File: src/rtl/pg_domain_pkg.sv
package pg_domain_pkg;
  typedef enum logic [2:0] {
    ST_ACTIVE, ST_SAVE, ST_ISO, ST_ASLEEP, ST_SETTLE, ST_RESTORE
  } pg_state_e;

  typedef enum logic [1:0] {
    STAT_ACTIVE = 2'd0,
    STAT_ENTER  = 2'd1,
    STAT_ASLEEP = 2'd2,
    STAT_WAKE   = 2'd3
  } pg_status_e;

  localparam int PIN_SAVE    = 0;
  localparam int PIN_RESTORE = 1;
  localparam int PIN_ISO     = 2;
  localparam int PIN_SLEEP   = 3;
  localparam int NUM_PINS    = 4;
endpackage

File: src/rtl/pg_seq_ctrl.sv
module pg_seq_ctrl
  import pg_domain_pkg::*;
#(
  parameter int CNT_W = 4
) (
  input  logic             clk_i,
  input  logic             rst_ni,
  input  logic             sleep_req_i,
  input  logic             wake_req_i,
  input  logic [CNT_W-1:0] settle_cycles_i,
  output logic             save_o,
  output logic             restore_o,
  output logic             iso_o,
  output logic             pwr_off_o,
  output logic             wr_ok_o,
  output logic [1:0]       status_o
);
  pg_state_e        state_q, state_d;
  logic [CNT_W-1:0] cnt_q;
  logic             wake_pend_q;

  always_comb begin
    state_d = state_q;
    unique case (state_q)
      ST_ACTIVE:  if (sleep_req_i) state_d = ST_SAVE;
      ST_SAVE:    state_d = ST_ISO;
      ST_ISO:     state_d = ST_ASLEEP;
      ST_ASLEEP:  if (wake_req_i || wake_pend_q) state_d = ST_SETTLE;
      ST_SETTLE:  if (cnt_q == '0) state_d = ST_RESTORE;
      ST_RESTORE: state_d = ST_ACTIVE;
      default:    state_d = ST_ACTIVE;
    endcase
  end

  always_ff @(posedge clk_i or negedge rst_ni) begin
    if (!rst_ni) begin
      state_q     <= ST_ACTIVE;
      cnt_q       <= '0;
      wake_pend_q <= 1'b0;
    end else begin
      state_q <= state_d;
      if (state_q == ST_ASLEEP && state_d == ST_SETTLE) cnt_q <= settle_cycles_i;
      else if (state_q == ST_SETTLE && cnt_q != '0)    cnt_q <= cnt_q - 1'b1;
      // wake seen mid-entry is parked until asleep
      if ((state_q == ST_SAVE || state_q == ST_ISO) && wake_req_i) wake_pend_q <= 1'b1;
      else if (state_q == ST_ASLEEP)                               wake_pend_q <= 1'b0;
    end
  end

  always_comb begin
    save_o    = (state_q == ST_SAVE);
    restore_o = (state_q == ST_RESTORE);
    pwr_off_o = (state_q == ST_ASLEEP);
    iso_o     = (state_q == ST_ISO) || (state_q == ST_ASLEEP) ||
                (state_q == ST_SETTLE) || (state_q == ST_RESTORE);
    wr_ok_o   = (state_q == ST_ACTIVE);
    unique case (state_q)
      ST_ACTIVE:            status_o = STAT_ACTIVE;
      ST_SAVE, ST_ISO:      status_o = STAT_ENTER;
      ST_ASLEEP:            status_o = STAT_ASLEEP;
      ST_SETTLE, ST_RESTORE: status_o = STAT_WAKE;
      default:              status_o = STAT_ACTIVE;
    endcase
  end
endmodule

File: src/rtl/pg_ret_word.sv
module pg_ret_word #(
  parameter int DATA_W = 8
) (
  input  logic              clk_i,
  input  logic              rst_ni,
  input  logic              pwr_off_i,
  input  logic              save_i,
  input  logic              restore_i,
  input  logic              wr_en_i,
  input  logic [DATA_W-1:0] wr_data_i,
  output logic [DATA_W-1:0] q_o
);
  logic [DATA_W-1:0] main_q;
  logic [DATA_W-1:0] shadow_q;

  // always-on shadow latch
  always_ff @(posedge clk_i or negedge rst_ni) begin
    if (!rst_ni)     shadow_q <= '0;
    else if (save_i) shadow_q <= main_q;
  end

  // switched storage: undefined while unpowered
  always_ff @(posedge clk_i or negedge rst_ni) begin
    if (!rst_ni)         main_q <= '0;
    else if (pwr_off_i)  main_q <= 'x;
    else if (restore_i)  main_q <= shadow_q;
    else if (wr_en_i)    main_q <= wr_data_i;
  end

  assign q_o = main_q;
endmodule

File: src/rtl/pg_iso_clamp.sv
module pg_iso_clamp #(
  parameter int           W     = 32,
  parameter logic [W-1:0] CLAMP = '0
) (
  input  logic         iso_i,
  input  logic [W-1:0] d_i,
  output logic [W-1:0] q_o
);
  for (genvar b = 0; b < W; b++) begin : g_bit
    if (CLAMP[b]) begin : g_hi
      assign q_o[b] = d_i[b] | iso_i;
    end else begin : g_lo
      assign q_o[b] = d_i[b] & ~iso_i;
    end
  end
endmodule

File: src/rtl/pg_domain.sv
module pg_domain
  import pg_domain_pkg::*;
#(
  parameter int                         NUM_REGS  = 4,
  parameter int                         DATA_W    = 8,
  parameter int                         CNT_W     = 4,
  parameter logic [NUM_REGS*DATA_W-1:0] CLAMP_VAL = '0,
  parameter logic [NUM_PINS-1:0]        PIN_IDLE  = '0,
  localparam int                        ADDR_W    = (NUM_REGS > 1) ? $clog2(NUM_REGS) : 1,
  localparam int                        OUT_W     = NUM_REGS * DATA_W
) (
  input  logic              clk_i,
  input  logic              rst_ni,
  input  logic              sleep_req_i,
  input  logic              wake_req_i,
  input  logic [CNT_W-1:0]  settle_cycles_i,
  input  logic              wr_en_i,
  input  logic [ADDR_W-1:0] wr_addr_i,
  input  logic [DATA_W-1:0] wr_data_i,
  output logic [OUT_W-1:0]  dom_q_o,
  output logic              save_pin_o,
  output logic              restore_pin_o,
  output logic              iso_pin_o,
  output logic              sleep_pin_o,
  output logic [1:0]        status_o
);
  logic save_act, restore_act, iso_act, pwr_off, wr_ok;
  logic [OUT_W-1:0]    raw_q;
  logic [NUM_PINS-1:0] pin_act, pin_lvl;

  pg_seq_ctrl #(.CNT_W(CNT_W)) u_ctrl (
    .clk_i          (clk_i),
    .rst_ni         (rst_ni),
    .sleep_req_i    (sleep_req_i),
    .wake_req_i     (wake_req_i),
    .settle_cycles_i(settle_cycles_i),
    .save_o         (save_act),
    .restore_o      (restore_act),
    .iso_o          (iso_act),
    .pwr_off_o      (pwr_off),
    .wr_ok_o        (wr_ok),
    .status_o       (status_o)
  );

  for (genvar i = 0; i < NUM_REGS; i++) begin : g_word
    logic word_we;
    assign word_we = wr_en_i && wr_ok && (wr_addr_i == ADDR_W'(i));
    pg_ret_word #(.DATA_W(DATA_W)) u_word (
      .clk_i    (clk_i),
      .rst_ni   (rst_ni),
      .pwr_off_i(pwr_off),
      .save_i   (save_act),
      .restore_i(restore_act),
      .wr_en_i  (word_we),
      .wr_data_i(wr_data_i),
      .q_o      (raw_q[i*DATA_W +: DATA_W])
    );
  end

  pg_iso_clamp #(.W(OUT_W), .CLAMP(CLAMP_VAL)) u_clamp (
    .iso_i(iso_act),
    .d_i  (raw_q),
    .q_o  (dom_q_o)
  );

  assign pin_act[PIN_SAVE]    = save_act;
  assign pin_act[PIN_RESTORE] = restore_act;
  assign pin_act[PIN_ISO]     = iso_act;
  assign pin_act[PIN_SLEEP]   = pwr_off;

  for (genvar p = 0; p < NUM_PINS; p++) begin : g_pin
    assign pin_lvl[p] = PIN_IDLE[p] ? ~pin_act[p] : pin_act[p];
  end

  assign save_pin_o    = pin_lvl[PIN_SAVE];
  assign restore_pin_o = pin_lvl[PIN_RESTORE];
  assign iso_pin_o     = pin_lvl[PIN_ISO];
  assign sleep_pin_o   = pin_lvl[PIN_SLEEP];
endmodule

File: config.mk
export PLATFORM = sky130hd
export DESIGN_NAME = pg_domain
export DESIGN_NICKNAME = d
export VERILOG_FILES = /design/src/rtl/pg_domain_pkg.sv /design/src/rtl/pg_seq_ctrl.sv /design/src/rtl/pg_ret_word.sv /design/src/rtl/pg_iso_clamp.sv /design/src/rtl/pg_domain.sv
export SDC_FILE = /design/constraint.sdc
export NUM_CORES = 1
export LEC_CHECK = 0
export BUFFER_PORTS_ARGS = -buffer_cell sky130_fd_sc_hd__buf_2
export CAP_MARGIN = 20
export CELL_PAD_IN_SITES_DETAIL_PLACEMENT = 1
export CELL_PAD_IN_SITES_GLOBAL_PLACEMENT = 1
export CORE_ASPECT_RATIO = 0.6
export CORE_MARGIN = 1
export CORE_UTILIZATION = 46
export CTS_BUF_LIST = sky130_fd_sc_hd__clkbuf_16
export DETAILED_ROUTE_END_ITERATION = 16
export GPL_TIMING_DRIVEN = 1
export PLACE_DENSITY_LB_ADDON = 0.1
export RECOVER_POWER = 25
export SLEW_MARGIN = 20
export SYNTH_ARGS = -nofsm -noshare
export SYNTH_HDL_FRONTEND = slang
export SYNTH_SLANG_ARGS = --single-unit
File: constraint.sdc
create_clock -name clk_i -period 2.45 [get_ports clk_i]
set_clock_uncertainty 0.1 [all_clocks]
set_input_delay 0.3675 -clock clk_i [delete_from_list [all_inputs] [get_ports clk_i]]
set_output_delay 0.3675 -clock clk_i [all_outputs]
set_load 0.005 [all_outputs]
[Word-level counts from Yosys, hierarchy flattened]
Cells that the tools add are included.
Word-level totals
  bits of input ports: 19
  output and inout bits: 38
  flip-flop bits (word level): 72
  word-level logic and storage cells: 100
Operators by class
  mux-type cells: 21
  equality and inequality tests: 9
  bitwise gates (word level): 33
  reduce and logical (&&, ||, !) cells: 25
  add/subtract/negate cells: 1
Operators with widths (number)
  $mux 8: 12
  $and 1x1->1: 32
  $pmux 3 s5: 1
  $reduce_bool 3->1: 4
  $eq 3x3->1 const B: 3
  $mux 3: 3
  $logic_and 1x1->1: 8
  $mux 4: 2
  $eq 3x2->1 const B: 2
  $pmux 2 s3: 1
  $logic_or 1x1->1: 5
  $eq 2x2->1 const B: 2
  $logic_not 4->1: 1
  $reduce_bool 2->1: 2
  $reduce_bool 4->1: 1
  $reduce_or 2->1: 2
  $sub 4x1->4 const B: 1
  $eq 3x1->1 const B: 1
  $logic_not 3->1: 1
  $eq 2x1->1 const B: 1
  $logic_not 2->1: 1
  $mux 1: 2
  $not 1->1: 1

[Depth between registers and ports, before layout]
  word-level depth: 6
  depth in mapped cells: 6
  depth with buffers taken out: 5

[Hierarchy]
Synthesis repeated with hierarchy kept, for this count alone.
Unflattened totals
  cells, all modules: 334
  area total of the unflattened synthesis: 3668.5 µm²
By module, submodules not included
  pg_ret_word: cells an instance 60, sequential area each 400.4 µm², times used 4, area an instance 725.7 µm²
  pg_seq_ctrl: cells an instance 55, sequential area each 200.2 µm², times used 1, area an instance 498.0 µm²
  pg_iso_clamp: cells an instance 35, sequential area each 0.0 µm², times used 1, area an instance 222.7 µm²
  pg_domain: cells an instance 4, sequential area each 0.0 µm², times used 1, area an instance 45.0 µm²

[Least setup slack after synthesis]
No wires, ideal clock.
  kind: flip-flop to flip-flop
  start: register u_ctrl.state_q[2]
  end: register g_word[1].u_word.main_q[0]
  cell stages (with the launch flop): 6
  slack: 0.678 ns
  clock period less this slack: 1.772 ns
  path buffers: 2
  required time: 2.225 ns
  arrival time: 1.547 ns
  library setup time: 0.125 ns
  path through: dfrtp_1 buf_2 nor4b_2 a32o_1 buf_4 mux2_2
Between the ends
  cells in the longest elaborated chain, start to end: 4
  elaborated cells on any way between the ends: 8
  classes of those cells: 2 x eq/ne; 2 x mux; 4 x reduce/logical
RTL lines
  start: declaration: line pg_seq_ctrl.sv:18  | pg_state_e state_q, state_d;
  start signal: assignment: line pg_seq_ctrl.sv:41  | state_q <= state_d;
  $logic_not 3->1: line pg_seq_ctrl.sv:56  | wr_ok_o = (state_q == ST_ACTIVE);
  $logic_and 1x1->1 (2 in series): line pg_domain.sv:47  | assign word_we = wr_en_i && wr_ok && (wr_addr_i == ADDR_W'(i));
  $reduce_bool 3->1 (no line)
  end signal: assignment: line pg_ret_word.sv:26  | else if (restore_i) main_q <= shadow_q;
  end signal: assignment: line pg_ret_word.sv:27  | else if (wr_en_i) main_q <= wr_data_i;
  end: declaration: line pg_ret_word.sv:13  | logic [DATA_W-1:0] main_q;
Several ways; a longest one is shown, not always the timed one. The select of a mux whose other input is x is not followed.
A chain may end at the register's enable or synchronous reset.

[Worst setup path in the final report]
  start: register u_ctrl.state_q[1]
  end: output dom_q_o[13]
Between the ends
  cells in the longest elaborated chain, start to end: 6
  elaborated cells on any way between the ends: 9
  classes of those cells: 4 x eq/ne; 2 x bitwise; 3 x reduce/logical
RTL lines
  $eq 3x2->1: line pg_seq_ctrl.sv:54  | iso_o = (state_q == ST_ISO) || (state_q == ST_ASLEEP) ||
  $logic_or 1x1->1 (2 in series): line pg_seq_ctrl.sv:54
  $logic_or 1x1->1 (*): line pg_seq_ctrl.sv:55  | (state_q == ST_SETTLE) || (state_q == ST_RESTORE);
  $not 1->1 (*): line pg_iso_clamp.sv:13  | assign q_o[b] = d_i[b] & ~iso_i;
  $and 1x1->1 (*): line pg_iso_clamp.sv:13
  end: declaration: line pg_domain.sv:20  | output logic [OUT_W-1:0] dom_q_o,
Mark *: on every way between the ends. The rest lies on a longest branch, timed or not.

==> key figures <==
Clock tree
  • Clock slew seen by the registers of the worst setup and hold paths: 60 ps
  • Maximum buffer depth of the clock tree: 2
  • Clock buffers created by TritonCTS: 9
  • Root buf cell: sky130_fd_sc_hd__clkbuf_16
  • H-tree depth reported by CTS: 3
  • Number of hold buffers added after CTS: 1
  • Quantity of gates resized following cts: 0
  • Clock latency on the worst-skew pair: 330 ps
  • TritonCTS clock tree: built
  • Sinks on Clock Net: 72
  • Setup fix buffers added after clock tree synthesis: 0

Synth
  • Synth area leaders: sky130_fd_sc_hd__dfrtp_1 51%, sky130_fd_sc_hd__mux2_1 21%, sky130_fd_sc_hd__mux2_2 9.2%
  • Fraction of the yosys area taken by sequential cells: 50.7%
  • Number of different library cells in the post-synthesis netlist: 38
  • EDFF count, synth: 0
  • Instance count of the mapped netlist: 271
  • Largest family of logic cells by synthesized area: multiplexers
  • Commonest cells in the netlist: 72 x sky130_fd_sc_hd__dfrtp_1, 67 x sky130_fd_sc_hd__mux2_1, 32 x sky130_fd_sc_hd__and2_1
  • Top_reg_cell synth: sky130_fd_sc_hd__dfrtp_1
  • Cell with the most instances after synthesis: sky130_fd_sc_hd__dfrtp_1
  • Synthesis Warnings: 0
  • Library cell occupying the most area in the post-synthesis netlist: sky130_fd_sc_hd__dfrtp_1
  • Synth Area in XOR/XNOR: 0.703%
  • Fraction of synthesized area in multiplexers: 30.4%
  • Compound-cell area share of the yosys netlist: 4.19%
  • Share of synthesized cell area in full adder, half adder and majority cells: 0.352%
  • Mapped cell area: 3560 sq um
  • Number of nets in the synthesized netlist: 291
  • Share of synthesized cell area in and, or, nand and nor gates: 9.81%
  • Share of Yosys cell area claimed by the top area cell type: 50.7%
  • FFs w/ async S/R, synth: 100%
  • Flip-flop and latch count after synthesis: 72
  • Mean cell area of the mapped netlist: 13.1 sq um

GRT
  • Largest net degree at the start of global routing: 73
  • Wire length of the first global-routing pass: 13400 microns
  • Total global routing track utilization: 22.8%
  • Grt ovf: 0
  • Via count of the first global-routing pass: 2449
  • Antenna violations before repair: 0

Worst hold path
  • Classification of the worst-slack hold path: input port to register

Setup path
  • Worst setup path category: register to output pin
  • Worst path buffer plus inverter count: 3
  • Type of origin of the critical path: register
  • Worst path depth: 5
  • Cell class contributing the biggest share of worst-path delay: buffers and inverters
  • Top fanout value on the critical path: 18
  • Critical-path top delay cell: sky130_fd_sc_hd__dfrtp_1
  • CP Capture Point: dom_q_o[13]
  • Worst reg2reg path endpoint: g_word[1].u_word.q_o[1]$_DFFE_PN0P_
  • Kind of end point of the critical path: output pin
  • Cell occurring most often along the worst timing path: sky130_fd_sc_hd__buf_4
  • Startpoint of the lowest-slack register-to-register path: u_ctrl.state_q[0]$_DFF_PN0_
  • Worst stage delay on the critical path: 400 ps
  • Data required, critical path: 1980 ps
  • Crit path launch: u_ctrl.state_q[1]$_DFF_PN0_
  • Number of cells on the worst reg-to-reg path: 3
  • Cell-by-cell listing of the critical path: buf_4, xnor2_2, buf_4, and2_1, buf_2
  • Worst reg2reg setup slack: 430 ps
  • Critical path arrival: 1710 ps

Placed design
  • Area after detailed placement: 3980 sq um
  • DPL Wire Length: 5510 microns
  • Final GP Congestion: 0.755
  • Total of buffers placed on input and output ports: 56
  • Worst slack at placement: 442 ps

Routing
  • Number of nets with antenna violations after routing: 0
  • Drc violations: 0
  • Router iterations before antenna repair: 4
  • Initial drt markers: 79
  • DR vias/cell: 5.33
  • Final routed wire length divided by cell count: 18.3 microns
  • Overall via count from detail_route: 2344
  • Routed Wire Length: 8050 microns

Floorplanning
  • Num ports: 57
  • Cell Rows: 24
  • Area enclosed by the die boundary: 8100 sq um
  • Overall die height: 70.1 microns
  • Initial Util: 48.4%
  • Horizontal die dimension: 116 microns
  • Core region area: 7360 sq um

STA
  • Hold Worst Slack: 190 ps
  • Measured slew at the worst slew-check pin: 982 ps
  • Achievable clock frequency: 0.459 GHz
  • Final Hold Fails: 0
  • Final WS setup: 272 ps
  • Period minus WS final: 2180 ps
  • Share of the clock period used by the worst path: 88.9%
  • Unrepaired setup endpoints after global routing: no
  • Fin Setup TNS: 0 ps
  • Final count of negative-setup-slack endpoints: 0
  • Final Slew Violations: 0
  • Worst slew margin relative to its limit: 34.6%

Finish
  • Area overhead of the layout relative to synthesis: 19.1%
  • Fraction of layout instances using a drive strength above 1: 33.3%
  • Final net count: 351
  • Antenna cells: 0
  • Final cell utilization of the core: 57.6%
  • Filler Cells Inserted: 776
  • Post-Layout Inst Area: 4240 sq um

Pwr
  • Leakage power summed over all cells: 1.92 nW
  • Pwr dens: 1400 nW/um^2
  • Worst IR drop on VDD: 0.000729 V

Outcome
  • Outcome: finished, final reports clean

Flow run
  • Max_cap viols: 0
[routing by layer]
metal	vias up	wire [microns]	share of wire (%)	global-route usage, %
li1	1087	-	-	-
met1	1209	4180	52	33.5
met5	-	0	0	0
met3	7	357	4.4	7.03
met2	41	3450	43	32.4
met4	0	67	0.83	5.63
[final cells by class]
cell class	instances	area [sq um]	area share, %
Clock buffer	9	225	5.32
Multi-Input combinational cell	172	1620	38.3
Tap cell	104	130	3.07
Clock inverter	7	31.3	0.739
Timing Repair Buffer	67	390	9.22
Inverter	9	33.8	0.798
Sequential cell	72	1800	42.5
[registers in the layout (all words and copies together) (netlist names)]
name,count
g_word.u_word.q_o,32
g_word.u_word.shadow_q,32
u_ctrl.cnt_q,4
u_ctrl.state_q,3
u_ctrl.wake_pend_q,1
[worst min-delay path by stage]
| stage | to | depth (start not counted) | slack (ps) | from |
|---|---|---|---|---|
| 2_1_floorplan | g_word[0].u_word.q_o[0]$_DFFE_PN0P_ | 0 | -30 | rst_ni |
| 6_report | u_ctrl.cnt_q[1]$_DFFE_PN0P_ | 2 | 190 | settle_cycles_i[1] |
| 5_1_grt | u_ctrl.cnt_q[1]$_DFFE_PN0P_ | 2 | 180 | settle_cycles_i[1] |
| 4_1_cts | u_ctrl.cnt_q[1]$_DFFE_PN0P_ | 2 | 180 | settle_cycles_i[1] |
| 3_3_place_gp | g_word[2].u_word.shadow_q[2]$_DFFE_PN0P_ | 2 | 330 | rst_ni |
| 3_5_place_dp | g_word[2].u_word.shadow_q[2]$_DFFE_PN0P_ | 2 | 330 | rst_ni |
[worst reg2reg max path, cell delays in order, from the launching register on]
cell                      delay (ps)
sky130_fd_sc_hd__dfrtp_1         450
sky130_fd_sc_hd__nor4b_2         440
sky130_fd_sc_hd__a32o_1          520
sky130_fd_sc_hd__mux2_2          400
[cell usage in the layout, fill, tap and decap left out, drive strengths merged, types with 2 or more instances in the layout]
| cell | instances |
|---|---|
| mux2 | 96 |
| dfrtp | 72 |
| buf | 65 |
| and2 | 32 |
| inv | 11 |
| clkbuf | 10 |
| a32o | 5 |
| nor2 | 4 |
| clkinv | 4 |
| a31oi | 3 |
| nand3 | 3 |
| or3b | 2 |
| nand2 | 2 |
| a21o | 2 |
| nor3 | 2 |
| nor3b | 2 |
| o21ai | 2 |
| xnor2 | 2 |
[cell families after synthesis]
| kind of cell | after synthesis |
|---|---|
| AOI/OAI and AO/OA | 19 |
| xor gates and xnor gates | 2 |
| adders and majority gates | 1 |
| buffers and inverters | 27 |
| DFF | 72 |
| muxes | 96 |
| and+or+nand+nor | 54 |
[where the power goes]
| group | internal (W) | switching (W) |
|---|---|---|
| Clock | 0.000664 | 0.000465 |
| Combinational | 0.00141 | 0.00119 |
| Sequential | 0.00182 | 0.000403 |
[per-stage QoR]
step	total power, W	instances
after floorplan	0.00388	271
after global placement	0.00475	423
after detailed placement	0.00486	423
after CTS	0.00604	440
after global routing	0.00639	440
final	0.00595	440
Power figures use the tool's default switching activity.
